<file path="src/rtl/nvm_seq_pkg.sv">
package nvm_seq_pkg;

  typedef enum logic [2:0] {
    OP_WRITE      = 3'd0,
    OP_ERASE      = 3'd1,
    OP_LOCK_SET   = 3'd2,
    OP_LOCK_CLR   = 3'd3,
    OP_MASTER_SET = 3'd4,
    OP_SUSPEND    = 3'd5,
    OP_RESUME     = 3'd6,
    OP_CLR_STAT   = 3'd7
  } op_e;

  typedef enum logic [1:0] {
    RP_LOW  = 2'd0,
    RP_NORM = 2'd1,
    RP_OVR  = 2'd2,
    RP_RSVD = 2'd3
  } rp_e;

  typedef enum logic [1:0] {
    LK_SET    = 2'd0,
    LK_CLR    = 2'd1,
    LK_MASTER = 2'd2
  } lk_e;

endpackage

</file>
<file path="src/rtl/nvm_guard.sv">
module nvm_guard
  import nvm_seq_pkg::*;
(
  input  op_e  op,
  input  rp_e  rp,
  input  logic vpp_low,
  input  logic blk_locked,
  input  logic master,
  output logic deny
);

  logic ovr;
  assign ovr = (rp == RP_OVR);

  always_comb begin
    deny = 1'b0;
    case (op)
      OP_WRITE, OP_ERASE:        deny = vpp_low || (blk_locked && !ovr);
      OP_LOCK_SET, OP_LOCK_CLR:  deny = vpp_low || (master && !ovr);
      OP_MASTER_SET:             deny = vpp_low || !ovr;
      default:                   deny = 1'b0;
    endcase
  end

endmodule

</file>
<file path="src/rtl/nvm_op_timer.sv">
module nvm_op_timer #(
  parameter int CNT_W = 16
) (
  input  logic             clk,
  input  logic             rst,
  input  logic             load,
  input  logic [CNT_W-1:0] load_val,
  input  logic             tick,
  output logic             last
);

  logic [CNT_W-1:0] cnt;

  always_ff @(posedge clk) begin
    if (rst)                      cnt <= '0;
    else if (load)                cnt <= load_val;
    else if (tick && cnt != '0)   cnt <= cnt - 1'b1;
  end

  assign last = (cnt == CNT_W'(1));


  no_underflow_chk: assert property (@(posedge clk) disable iff (rst)
    tick |-> (cnt != '0));

endmodule

</file>
<file path="src/rtl/nvm_array_model.sv">
module nvm_array_model #(
  parameter int ADDR_W    = 20,
  parameter int DW        = 8,
  parameter int NBLK      = 16,
  parameter int BLK_DEPTH = 16
) (
  input  logic                     clk,
  input  logic                     rst,
  input  logic [ADDR_W-1:0]        rd_addr,
  output logic [DW-1:0]            rd_data,
  input  logic [ADDR_W-1:0]        pg_addr,
  output logic [DW-1:0]            pg_old,
  input  logic                     pg_we,
  input  logic [DW-1:0]            pg_wdata,
  input  logic                     er_we,
  input  logic [$clog2(NBLK)-1:0]  er_blk
);

  localparam int BLK_W = $clog2(NBLK);
  localparam int OFF_W = $clog2(BLK_DEPTH);
  localparam int IDX_W = BLK_W + OFF_W;
  localparam int DEPTH = NBLK * BLK_DEPTH;

  logic [DW-1:0]    mem [DEPTH];
  logic [DEPTH-1:0] prog_map;
  logic [IDX_W-1:0] rd_idx, pg_idx;
  logic [DW-1:0]    rd_q, pg_q;
  logic             rd_v, pg_v;

  assign rd_idx = {rd_addr[ADDR_W-1 -: BLK_W], rd_addr[OFF_W-1:0]};
  assign pg_idx = {pg_addr[ADDR_W-1 -: BLK_W], pg_addr[OFF_W-1:0]};

  always_ff @(posedge clk) begin
    if (pg_we) mem[pg_idx] <= pg_wdata;
    rd_q <= mem[rd_idx];
    pg_q <= mem[pg_idx];
  end

  always_ff @(posedge clk) begin
    if (rst) begin
      prog_map <= '0;
      rd_v     <= 1'b0;
      pg_v     <= 1'b0;
    end else begin
      if (er_we) prog_map[{er_blk, {OFF_W{1'b0}}} +: BLK_DEPTH] <= '0;
      if (pg_we) prog_map[pg_idx] <= 1'b1;
      rd_v <= prog_map[rd_idx];
      pg_v <= prog_map[pg_idx];
    end
  end

  assign rd_data = rd_v ? rd_q : {DW{1'b1}};
  assign pg_old  = pg_v ? pg_q : {DW{1'b1}};


  pg_er_excl_chk: assert property (@(posedge clk) disable iff (rst)
    !(pg_we && er_we));

endmodule

</file>
<file path="src/rtl/nvm_op_sequencer.sv">
module nvm_op_sequencer
  import nvm_seq_pkg::*;
#(
  parameter int ADDR_W    = 20,
  parameter int DW        = 8,
  parameter int NBLK      = 16,
  parameter int BLK_DEPTH = 16,
  parameter int CNT_W     = 16,
  parameter int ERASE_CYC = 40,
  parameter int WRITE_CYC = 12,
  parameter int LOCK_CYC  = 8
) (
  input  logic              clk,
  input  logic              rst,
  input  logic              req_valid,
  input  logic [2:0]        req_op,
  input  logic [ADDR_W-1:0] req_addr,
  input  logic [DW-1:0]     req_data,
  input  logic [1:0]        rp_level,
  input  logic              vpp_low,
  input  logic [ADDR_W-1:0] rd_addr,
  output logic [DW-1:0]     rd_data,
  output logic              ready,
  output logic              pwr_down,
  output logic              err_prot,
  output logic              err_erase,
  output logic              err_write,
  output logic              erase_held,
  output logic              write_held,
  output logic [NBLK-1:0]   blk_locks,
  output logic              master_lock
);

  localparam int BLK_W = $clog2(NBLK);

  op_e op;
  rp_e rp;
  assign op = op_e'(req_op);
  assign rp = rp_e'(rp_level);

  // state
  logic              e_run, e_susp, w_run, w_susp, l_run;
  logic [BLK_W-1:0]  e_blk, l_blk;
  logic [ADDR_W-1:0] w_addr;
  logic [DW-1:0]     w_data;
  lk_e               l_kind;
  logic [NBLK-1:0]   locks;
  logic              master;
  logic              f_prot, f_erase, f_write, pd_q, ready_q;

  // decode
  logic [BLK_W-1:0]  req_blk;
  logic rp_low, any_run, idle_all, e_only_held;
  logic e_last, w_last, e_done, w_done, l_done;
  logic deny, ctx_ok, take, start, refuse;
  logic sus_e, sus_w, res_e, res_w, clr, live;
  logic is_lock_op;
  logic e_load, w_load, e_tick, w_tick;
  logic [CNT_W-1:0] w_len;
  logic n_e_run, n_e_susp, n_w_run, n_w_susp, n_l_run;
  logic [DW-1:0] pg_old;
  logic pg_we, er_we;

  assign req_blk     = req_addr[ADDR_W-1 -: BLK_W];
  assign rp_low      = (rp == RP_LOW);
  assign live        = req_valid && !rp_low;
  assign any_run     = e_run | w_run | l_run;
  assign idle_all    = !any_run && !e_susp && !w_susp;
  assign e_only_held = e_susp && !w_susp && !any_run;
  assign e_done      = e_run && e_last;
  assign w_done      = w_run && w_last;
  assign l_done      = l_run && w_last;
  assign is_lock_op  = (op == OP_LOCK_SET) || (op == OP_LOCK_CLR) || (op == OP_MASTER_SET);

  nvm_guard u_guard (
    .op         (op),
    .rp         (rp),
    .vpp_low    (vpp_low),
    .blk_locked (locks[req_blk]),
    .master     (master),
    .deny       (deny)
  );

  always_comb begin
    case (op)
      OP_WRITE:                    ctx_ok = idle_all || (e_only_held && req_blk != e_blk);
      OP_ERASE, OP_LOCK_SET,
      OP_LOCK_CLR, OP_MASTER_SET:  ctx_ok = idle_all;
      default:                     ctx_ok = 1'b0;
    endcase
  end

  assign take   = live && ctx_ok;
  assign start  = take && !deny;
  assign refuse = take && deny;
  assign sus_e  = live && (op == OP_SUSPEND) && e_run && !e_last;
  assign sus_w  = live && (op == OP_SUSPEND) && w_run && !w_last;
  assign res_w  = live && (op == OP_RESUME) && w_susp;
  assign res_e  = live && (op == OP_RESUME) && e_only_held;
  assign clr    = live && (op == OP_CLR_STAT);

  // next-state of the run/hold flags
  always_comb begin
    n_e_run  = e_run;
    n_e_susp = e_susp;
    n_w_run  = w_run;
    n_w_susp = w_susp;
    n_l_run  = l_run;
    if (e_done || sus_e)                n_e_run  = 1'b0;
    if (start && op == OP_ERASE || res_e) n_e_run = 1'b1;
    if (sus_e)                          n_e_susp = 1'b1;
    if (res_e)                          n_e_susp = 1'b0;
    if (w_done || sus_w)                n_w_run  = 1'b0;
    if (start && op == OP_WRITE || res_w) n_w_run = 1'b1;
    if (sus_w)                          n_w_susp = 1'b1;
    if (res_w)                          n_w_susp = 1'b0;
    if (l_done)                         n_l_run  = 1'b0;
    if (start && is_lock_op)            n_l_run  = 1'b1;
    if (rp_low) begin
      n_e_run = 1'b0; n_e_susp = 1'b0;
      n_w_run = 1'b0; n_w_susp = 1'b0;
      n_l_run = 1'b0;
    end
  end

  // timers: one for erase, one shared by write and lock operations
  assign e_load = start && (op == OP_ERASE);
  assign w_load = start && (op != OP_ERASE);
  assign w_len  = (op == OP_WRITE) ? CNT_W'(WRITE_CYC) : CNT_W'(LOCK_CYC);
  assign e_tick = e_run && !sus_e && !rp_low;
  assign w_tick = (w_run || l_run) && !sus_w && !rp_low;

  nvm_op_timer #(.CNT_W(CNT_W)) u_erase_tmr (
    .clk(clk), .rst(rst), .load(e_load), .load_val(CNT_W'(ERASE_CYC)),
    .tick(e_tick), .last(e_last)
  );

  nvm_op_timer #(.CNT_W(CNT_W)) u_prog_tmr (
    .clk(clk), .rst(rst), .load(w_load), .load_val(w_len),
    .tick(w_tick), .last(w_last)
  );

  assign pg_we = w_done && !rp_low;
  assign er_we = e_done && !rp_low;

  nvm_array_model #(
    .ADDR_W(ADDR_W), .DW(DW), .NBLK(NBLK), .BLK_DEPTH(BLK_DEPTH)
  ) u_array (
    .clk      (clk),
    .rst      (rst),
    .rd_addr  (rd_addr),
    .rd_data  (rd_data),
    .pg_addr  (w_addr),
    .pg_old   (pg_old),
    .pg_we    (pg_we),
    .pg_wdata (pg_old & w_data),
    .er_we    (er_we),
    .er_blk   (e_blk)
  );

  always_ff @(posedge clk) begin
    if (rst) begin
      e_run   <= 1'b0; e_susp <= 1'b0; e_blk  <= '0;
      w_run   <= 1'b0; w_susp <= 1'b0; w_addr <= '0; w_data <= '0;
      l_run   <= 1'b0; l_kind <= LK_SET; l_blk <= '0;
      locks   <= '0;   master <= 1'b0;
      f_prot  <= 1'b0; f_erase <= 1'b0; f_write <= 1'b0;
      pd_q    <= 1'b0; ready_q <= 1'b1;
    end else begin
      e_run  <= n_e_run;  e_susp <= n_e_susp;
      w_run  <= n_w_run;  w_susp <= n_w_susp;
      l_run  <= n_l_run;
      pd_q   <= rp_low;
      ready_q <= !(n_e_run || n_w_run || n_l_run);
      if (e_load) e_blk <= req_blk;
      if (start && op == OP_WRITE) begin
        w_addr <= req_addr;
        w_data <= req_data;
      end
      if (start && is_lock_op) begin
        l_blk <= req_blk;
        case (op)
          OP_LOCK_SET: l_kind <= LK_SET;
          OP_LOCK_CLR: l_kind <= LK_CLR;
          default:     l_kind <= LK_MASTER;
        endcase
      end
      if (l_done && !rp_low) begin
        case (l_kind)
          LK_SET:  locks[l_blk] <= 1'b1;
          LK_CLR:  locks[l_blk] <= 1'b0;
          default: master       <= 1'b1;
        endcase
      end
      if (rp_low || clr) begin
        f_prot <= 1'b0; f_erase <= 1'b0; f_write <= 1'b0;
      end else if (refuse) begin
        f_prot <= 1'b1;
        if (op == OP_WRITE) f_write <= 1'b1;
        else                f_erase <= 1'b1;
      end
    end
  end

  assign ready       = ready_q;
  assign pwr_down    = pd_q;
  assign err_prot    = f_prot;
  assign err_erase   = f_erase;
  assign err_write   = f_write;
  assign erase_held  = e_susp;
  assign write_held  = w_susp;
  assign blk_locks   = locks;
  assign master_lock = master;


  busy_onehot_chk: assert property (@(posedge clk) disable iff (rst)
    $onehot0({e_run, w_run, l_run}));


  erase_sus_chk: assert property (@(posedge clk) disable iff (rst)
    sus_e |=> (erase_held && ready));


  write_held_rdy_chk: assert property (@(posedge clk) disable iff (rst)
    write_held |-> ready);


  refuse_idle_chk: assert property (@(posedge clk) disable iff (rst)
    (req_valid && req_op == 3'd0 && vpp_low && rp_level == 2'd1 && ready
     && !erase_held && !write_held) |=> (ready && err_prot && err_write));


  prot_sticky_chk: assert property (@(posedge clk) disable iff (rst)
    (err_prot && !(req_valid && req_op == 3'd7) && rp_level != 2'd0) |=> err_prot);


  idle_noop_chk: assert property (@(posedge clk) disable iff (rst)
    (req_valid && (req_op == 3'd5 || req_op == 3'd6) && ready && !erase_held
     && !write_held && rp_level != 2'd0) |=> (ready && !erase_held && !write_held));


  pd_chk: assert property (@(posedge clk) disable iff (rst)
    (rp_level == 2'd0) |=> (pwr_down && ready && !erase_held && !write_held));

endmodule

</file>
<file path="config.mk">
export PLATFORM = sky130hd
export DESIGN_NAME = nvm_op_sequencer
export DESIGN_NICKNAME = d
export VERILOG_FILES = /design/src/rtl/nvm_seq_pkg.sv /design/src/rtl/nvm_guard.sv /design/src/rtl/nvm_op_timer.sv /design/src/rtl/nvm_array_model.sv /design/src/rtl/nvm_op_sequencer.sv
export SDC_FILE = /design/constraint.sdc
export NUM_CORES = 2
export LEC_CHECK = 0
export BUFFER_PORTS_ARGS = -buffer_cell sky130_fd_sc_hd__buf_4
export CAP_MARGIN = 30
export CORE_MARGIN = 2
export CORE_UTILIZATION = 58
export DETAILED_ROUTE_END_ITERATION = 6
export HOLD_SLACK_MARGIN = 0.12
export PLACE_DENSITY = 0.78
export SETUP_SLACK_MARGIN = 0.3
export SLEW_MARGIN = 20
export SYNTH_ARGS = -nofsm -noshare
export SYNTH_HDL_FRONTEND = slang
export SYNTH_HIERARCHICAL = 1
export SYNTH_SLANG_ARGS = --single-unit
</file>
<file path="constraint.sdc">
create_clock -name clk -period 4.6 [get_ports clk]
set_input_delay 0.46 -clock clk [delete_from_list [all_inputs] [get_ports clk]]
set_output_delay 0.46 -clock clk [all_outputs]
set_load 0.02 [all_outputs]
</file>
### Word level (Yosys, flattened, before mapping)

Memories as Yosys holds them, arrays and structs flattened. A register that Yosys moved wholly into a read port is not among the register bits.
Cells that the tools add are included.
W data, S select, Z words.

* register bits after elaboration: 355
* RAM bits: 2048
* output and inout port bits: 32
* memories: 1

Memory list
* u_array.mem: depth 256, width 8, read ports 2, clocked after Yosys merged registers in 2, write ports 1, RTL line nvm_array_model.sv:24 `logic [DW-1:0] mem [DEPTH];`

* add/sub/neg operators: 3
* order comparisons: 6
* eq/ne operators: 13
* shifts and indexed selects: 2
* mux-type cells: 36
* bitwise gates (word level): 9
* reductions and logical operators: 83

Operator list (number)
* $mux W256: 3
* $bwmux W256: 1
* $or A256 B256 Y256: 1
* $shift A16 B10 Y256 const A: 1
* $shiftx A16 B10 Y256 const A: 1
* $logic_and A1 B1 Y1: 38
* $eq A16 B1 Y1 const B: 2
* $mux W16: 2
* $pmux W16 S2: 1
* $reduce_bool A16 Y1: 2
* $sub A16 B1 Y16 const B: 2
* $lt A8 B9 Y1 const B: 2
* $and A16 B16 Y16: 1
* $bmux W1 S8: 2
* $mux W1: 16
* $mux W8: 2
* $not A16 Y16: 1
* $or A16 B16 Y16: 1
* $logic_or A1 B1 Y1: 14
* $eq A3 B3 Y1 const B: 4
* $mux W6: 2
* $logic_not A1 Y1: 11
* $lt A4 B5 Y1 const B: 2
* $neg A8 Y10: 1
* 25 further kinds: 39

### Longest topological paths before layout

* word-level depth: 16
* mapped depth: 14

### Cells and area by module

The synthesis kept the hierarchy.

Modules (own cells, without submodules)
* nvm_array_model: instances 1, cells an instance 5722, area each 107732.1 µm², seq. area each 66984.2 µm²
* nvm_op_sequencer: instances 1, cells an instance 337, area each 3030.4 µm², seq. area each 1301.2 µm²
* nvm_op_timer: instances 2, cells an instance 120, area each 1011.0 µm², seq. area each 320.3 µm²
* nvm_guard: instances 1, cells an instance 6, area each 33.8 µm², seq. area each 0.0 µm²

### Least setup slack after synthesis

No wires, ideal clock.

* path type: flip-flop to flip-flop
* from: register u_array.pg_v
* to: memory u_array.mem[0][0] (data pin)
* library setup time: 0.870 ns
* arrival time: 3.679 ns
* required time: 3.730 ns
* setup slack: 0.051 ns
* stages on the path, launching flop included: 3
* period minus slack after synthesis: 4.549 ns
* cells stage by stage: dfxtp_1 nand2b_1 and2_1

* word-level cells in the longest chain between the ends: 2

Ends and longest elaborated chain
* from (decl): RTL line nvm_array_model.sv:28 `logic rd_v, pg_v;`
* from (signal assigned): RTL line nvm_array_model.sv:48 `pg_v <= prog_map[pg_idx];`
* $mux W8: RTL line nvm_array_model.sv:53 `assign pg_old = pg_v ? pg_q : {DW{1'b1}};`
* net pg_old[0]: RTL line nvm_op_sequencer.sv:61 `logic [DW-1:0] pg_old;`
* $and A8 B8 Y8: RTL line nvm_op_sequencer.sv:156 `.pg_wdata (pg_old & w_data),`
* to (decl): RTL line nvm_array_model.sv:24

The timed path passes the listed nets, and every way through them passes these cells.

### Worst setup path in the final report

* from: register u_prog_tmr.cnt[8]
* to: memory u_array.mem[235][6], enable pin

* word-level cells in the longest chain between the ends: 5

Ends and longest elaborated chain
* from (decl): RTL line nvm_op_timer.sv:12 `logic [CNT_W-1:0] cnt;`
* from (signal assigned): RTL line nvm_op_timer.sv:16 `else if (load) cnt <= load_val;`
* from (signal assigned): RTL line nvm_op_timer.sv:17 `else if (tick && cnt != '0) cnt <= cnt - 1'b1;`
* $eq A16 B1 Y1: RTL line nvm_op_timer.sv:20 `assign last = (cnt == CNT_W'(1));`
* net w_last: RTL line nvm_op_sequencer.sv:54 `logic e_last, w_last, e_done, w_done, l_done;`
* $logic_and A1 B1 Y1: RTL line nvm_op_sequencer.sv:71 `assign w_done = w_run && w_last;`
* $logic_and A1 B1 Y1: RTL line nvm_op_sequencer.sv:143 `assign pg_we = w_done && !rp_low;`
* net pg_we: RTL line nvm_op_sequencer.sv:62 `logic pg_we, er_we;`
* $mux W1: RTL line nvm_array_model.sv:34 `if (pg_we) mem[pg_idx] <= pg_wdata;`
* $mux W1 (implied by the code): RTL line nvm_array_model.sv:34

The timed path passes the listed nets, and every way through them passes these cells.

==> results.yml <==
outcome:
  status: "complete, but fails checks"
  violations: "DRC"
power:
  peakVddDrop_mv: 0.4058
  power.density_mw_per_mm2: 358.9
  leakage_uw: 0.03440
drt:
  drtPass1Iterations: 7
  wirelength_mm: 368.9
  wl_per_cell_um: 39.10
  dr.first_iter.drc_count: 12401
  vias_per_cell: 7.556
  drc_errors: 1
  antenna_left: 0
  vias: 71291
cts:
  cts_made_buffers: 234
  cts_buffer_depth: 3
  cts_tree: "done"
  cts_root_buf: "clkbuf_16"
  worstSkewPairLatency_ns: 0.91
  cts_sinks: 2407
  htreeDepth: 4
  clk_pin_slew_ns: 0.06
floorplan:
  pin_count: 89
  row_count: 161
  die_area_mm2: 0.1973
  fp.dieW_um: 444.2
  start_util: 0.5835
  die_y_um: 444.2
  fp.coreArea_mm2: 0.1926
worst_setup_path:
  arrival_ns: 4.84
  setup.worst_path.start_class: "flop"
  rr_worst_depth: 9
  reg2reg_from: "u_prog_tmr/cnt[8]$_SDFFE_PP0P_"
  rr_endpoint: "u_array/mem[235][6]$_DFFE_PP_"
  path_class: "flop to flop"
  worstPathRequired_ns: 5.15
  crit_path_end_kind: "flop"
  reg2reg_slack_ns: 0.31
  path_max_fanout: 9
  setup.worst_path.start: "u_prog_tmr/cnt[8]$_SDFFE_PP0P_"
cells_and_area:
  final_common_cell: "edfxtp_1"
  drive_gt1_frac: 0.3436
  fin_util: 0.6624
  synthToLayoutAreaGrowth_pct: 13.52
  nets: 6750
  final_cell_mix: "2048 x edfxtp_1, 1295 x mux4_2, 580 x nor2_1, 562 x buf_4, 353 x dfxtp_1"
global_route:
  grt_max_degree: 161
  grt_pass1_vias: 69875
  grt-ovfl-total: 0
  grt_pass1_wl_mm: 519.3
  track_usage: 0.3748
  antenna_found_initial: 18
worst_hold_path:
  min_path_type: "primary input to flop"
  hold_depth: 4
  holdPathEnd: "u_array/rd_v$_SDFF_PP0_"
  min_from: "rd_addr[19]"
synthesis:
  syn_avg_cell_area_um2: 17.96
  syn-cell-area_mm2: 0.1124
  syn_inst: 6256
  yosysWarnings: 6
sta:
  skew_ns: 0.05699
  fin_crit_sh: 0.9317
  setup_ws_ns: 0.3144
  hold_viol: 0
  grt_setup_unrepaired: "false"
  tns_ns: 0
  whs_ns: 0.2819
  worstMarginPinSlew_ns: 1.123
  slew_violations: 0
  period_needed_ns: 4.286
  max_freq_mhz: 233.3
  maxSlewHeadroom: 0.2452
  setup_viol: 0
place:
  place_congestion: 0.9876
  pre_cts_ws_ns: 0.3561
  port_buffers: 64
  place_hpwl_mm: 240.3
flow_run:
  maxCapViolCount: 0
## flip-flops by register name, summed over array words and instances (netlist names), 2 cells and up, named ones only
register,flops
u_erase_tmr/cnt,16
w_data,8
u_array/pg_q,8
w_addr,8
u_array/mem,2048
u_array/rd_q,8
l_kind,2
u_array/prog_map,256
l_blk,4
e_blk,4
u_prog_tmr/cnt,16
## layer usage
layer  part of all wire  track usage  vias up
met5            0.00051            0        -
met4              0.075       0.2243       24
met3               0.15       0.1170     1262
met2               0.45       0.5511     6145
met1               0.33       0.4966    36646
li1                   -            -    27214
## cell type report
type,instances,area [um^2]
flip-flops and latches,2407,68700
multi-input cells,3358,41350
clock inverters,162,2095
clock buffers,285,6231
well taps,2526,3161
fillers,12268,65020
diodes,12,30.03
repair buffers,662,5892
inverters,23,91.34
## timing repair
action | 4_1_cts | 5_1_grt
gates resized for setup | 1 | 1
setup buffers | 0 | 0
setup endpoints to repair | 2 | 3
hold endpoints to repair | 92 | 0
hold buffers | 28 | 0
pin swaps | 0 | 0
## report_power, final
part	internal (uW)	leakage (uW)	total, uW	switching, uW
clock	12000	0.00403	20700	8650
combinational	613	0.0130	1660	1050
sequential	23400	0.0174	23400	43.4
## critical path: stages, from the launching register on
cell and delay, ns:
dfxtp_1 0.36, or4_1 0.71, nor3_1 0.28, and3_1 0.35, and3_1 0.67, and3_1 0.34
nand2_2 0.37, buf_4 0.42, nor2_1 0.14, buf_4 0.26
## worst max-delay path by stage
| stage | to | depth (start not counted) |
|---|---|---|
| final | u_array/mem[235][6]$_DFFE_PP_ | 9 |
| after floorplan | u_prog_tmr/cnt[10]$_SDFFE_PP0P_ | 14 |
| after global placement | u_array/mem[235][3]$_DFFE_PP_ | 9 |
| after CTS | u_array/mem[30][7]$_DFFE_PP_ | 9 |
| after detailed placement | u_array/mem[235][1]$_DFFE_PP_ | 9 |
| after global routing | u_array/mem[30][7]$_DFFE_PP_ | 9 |
## metrics by stage
stage	std cells	total power (uW)	cell area, um^2
2_1_floorplan	6285	24930	112500
3_3_place_gp	8946	25490	118900
3_5_place_dp	8946	25500	118900
4_1_cts	9421	45830	127500
5_1_grt	9423	46650	127500
6_report	9435	45780	127600
No activity file was read; power rests on OpenSTA's default activity.
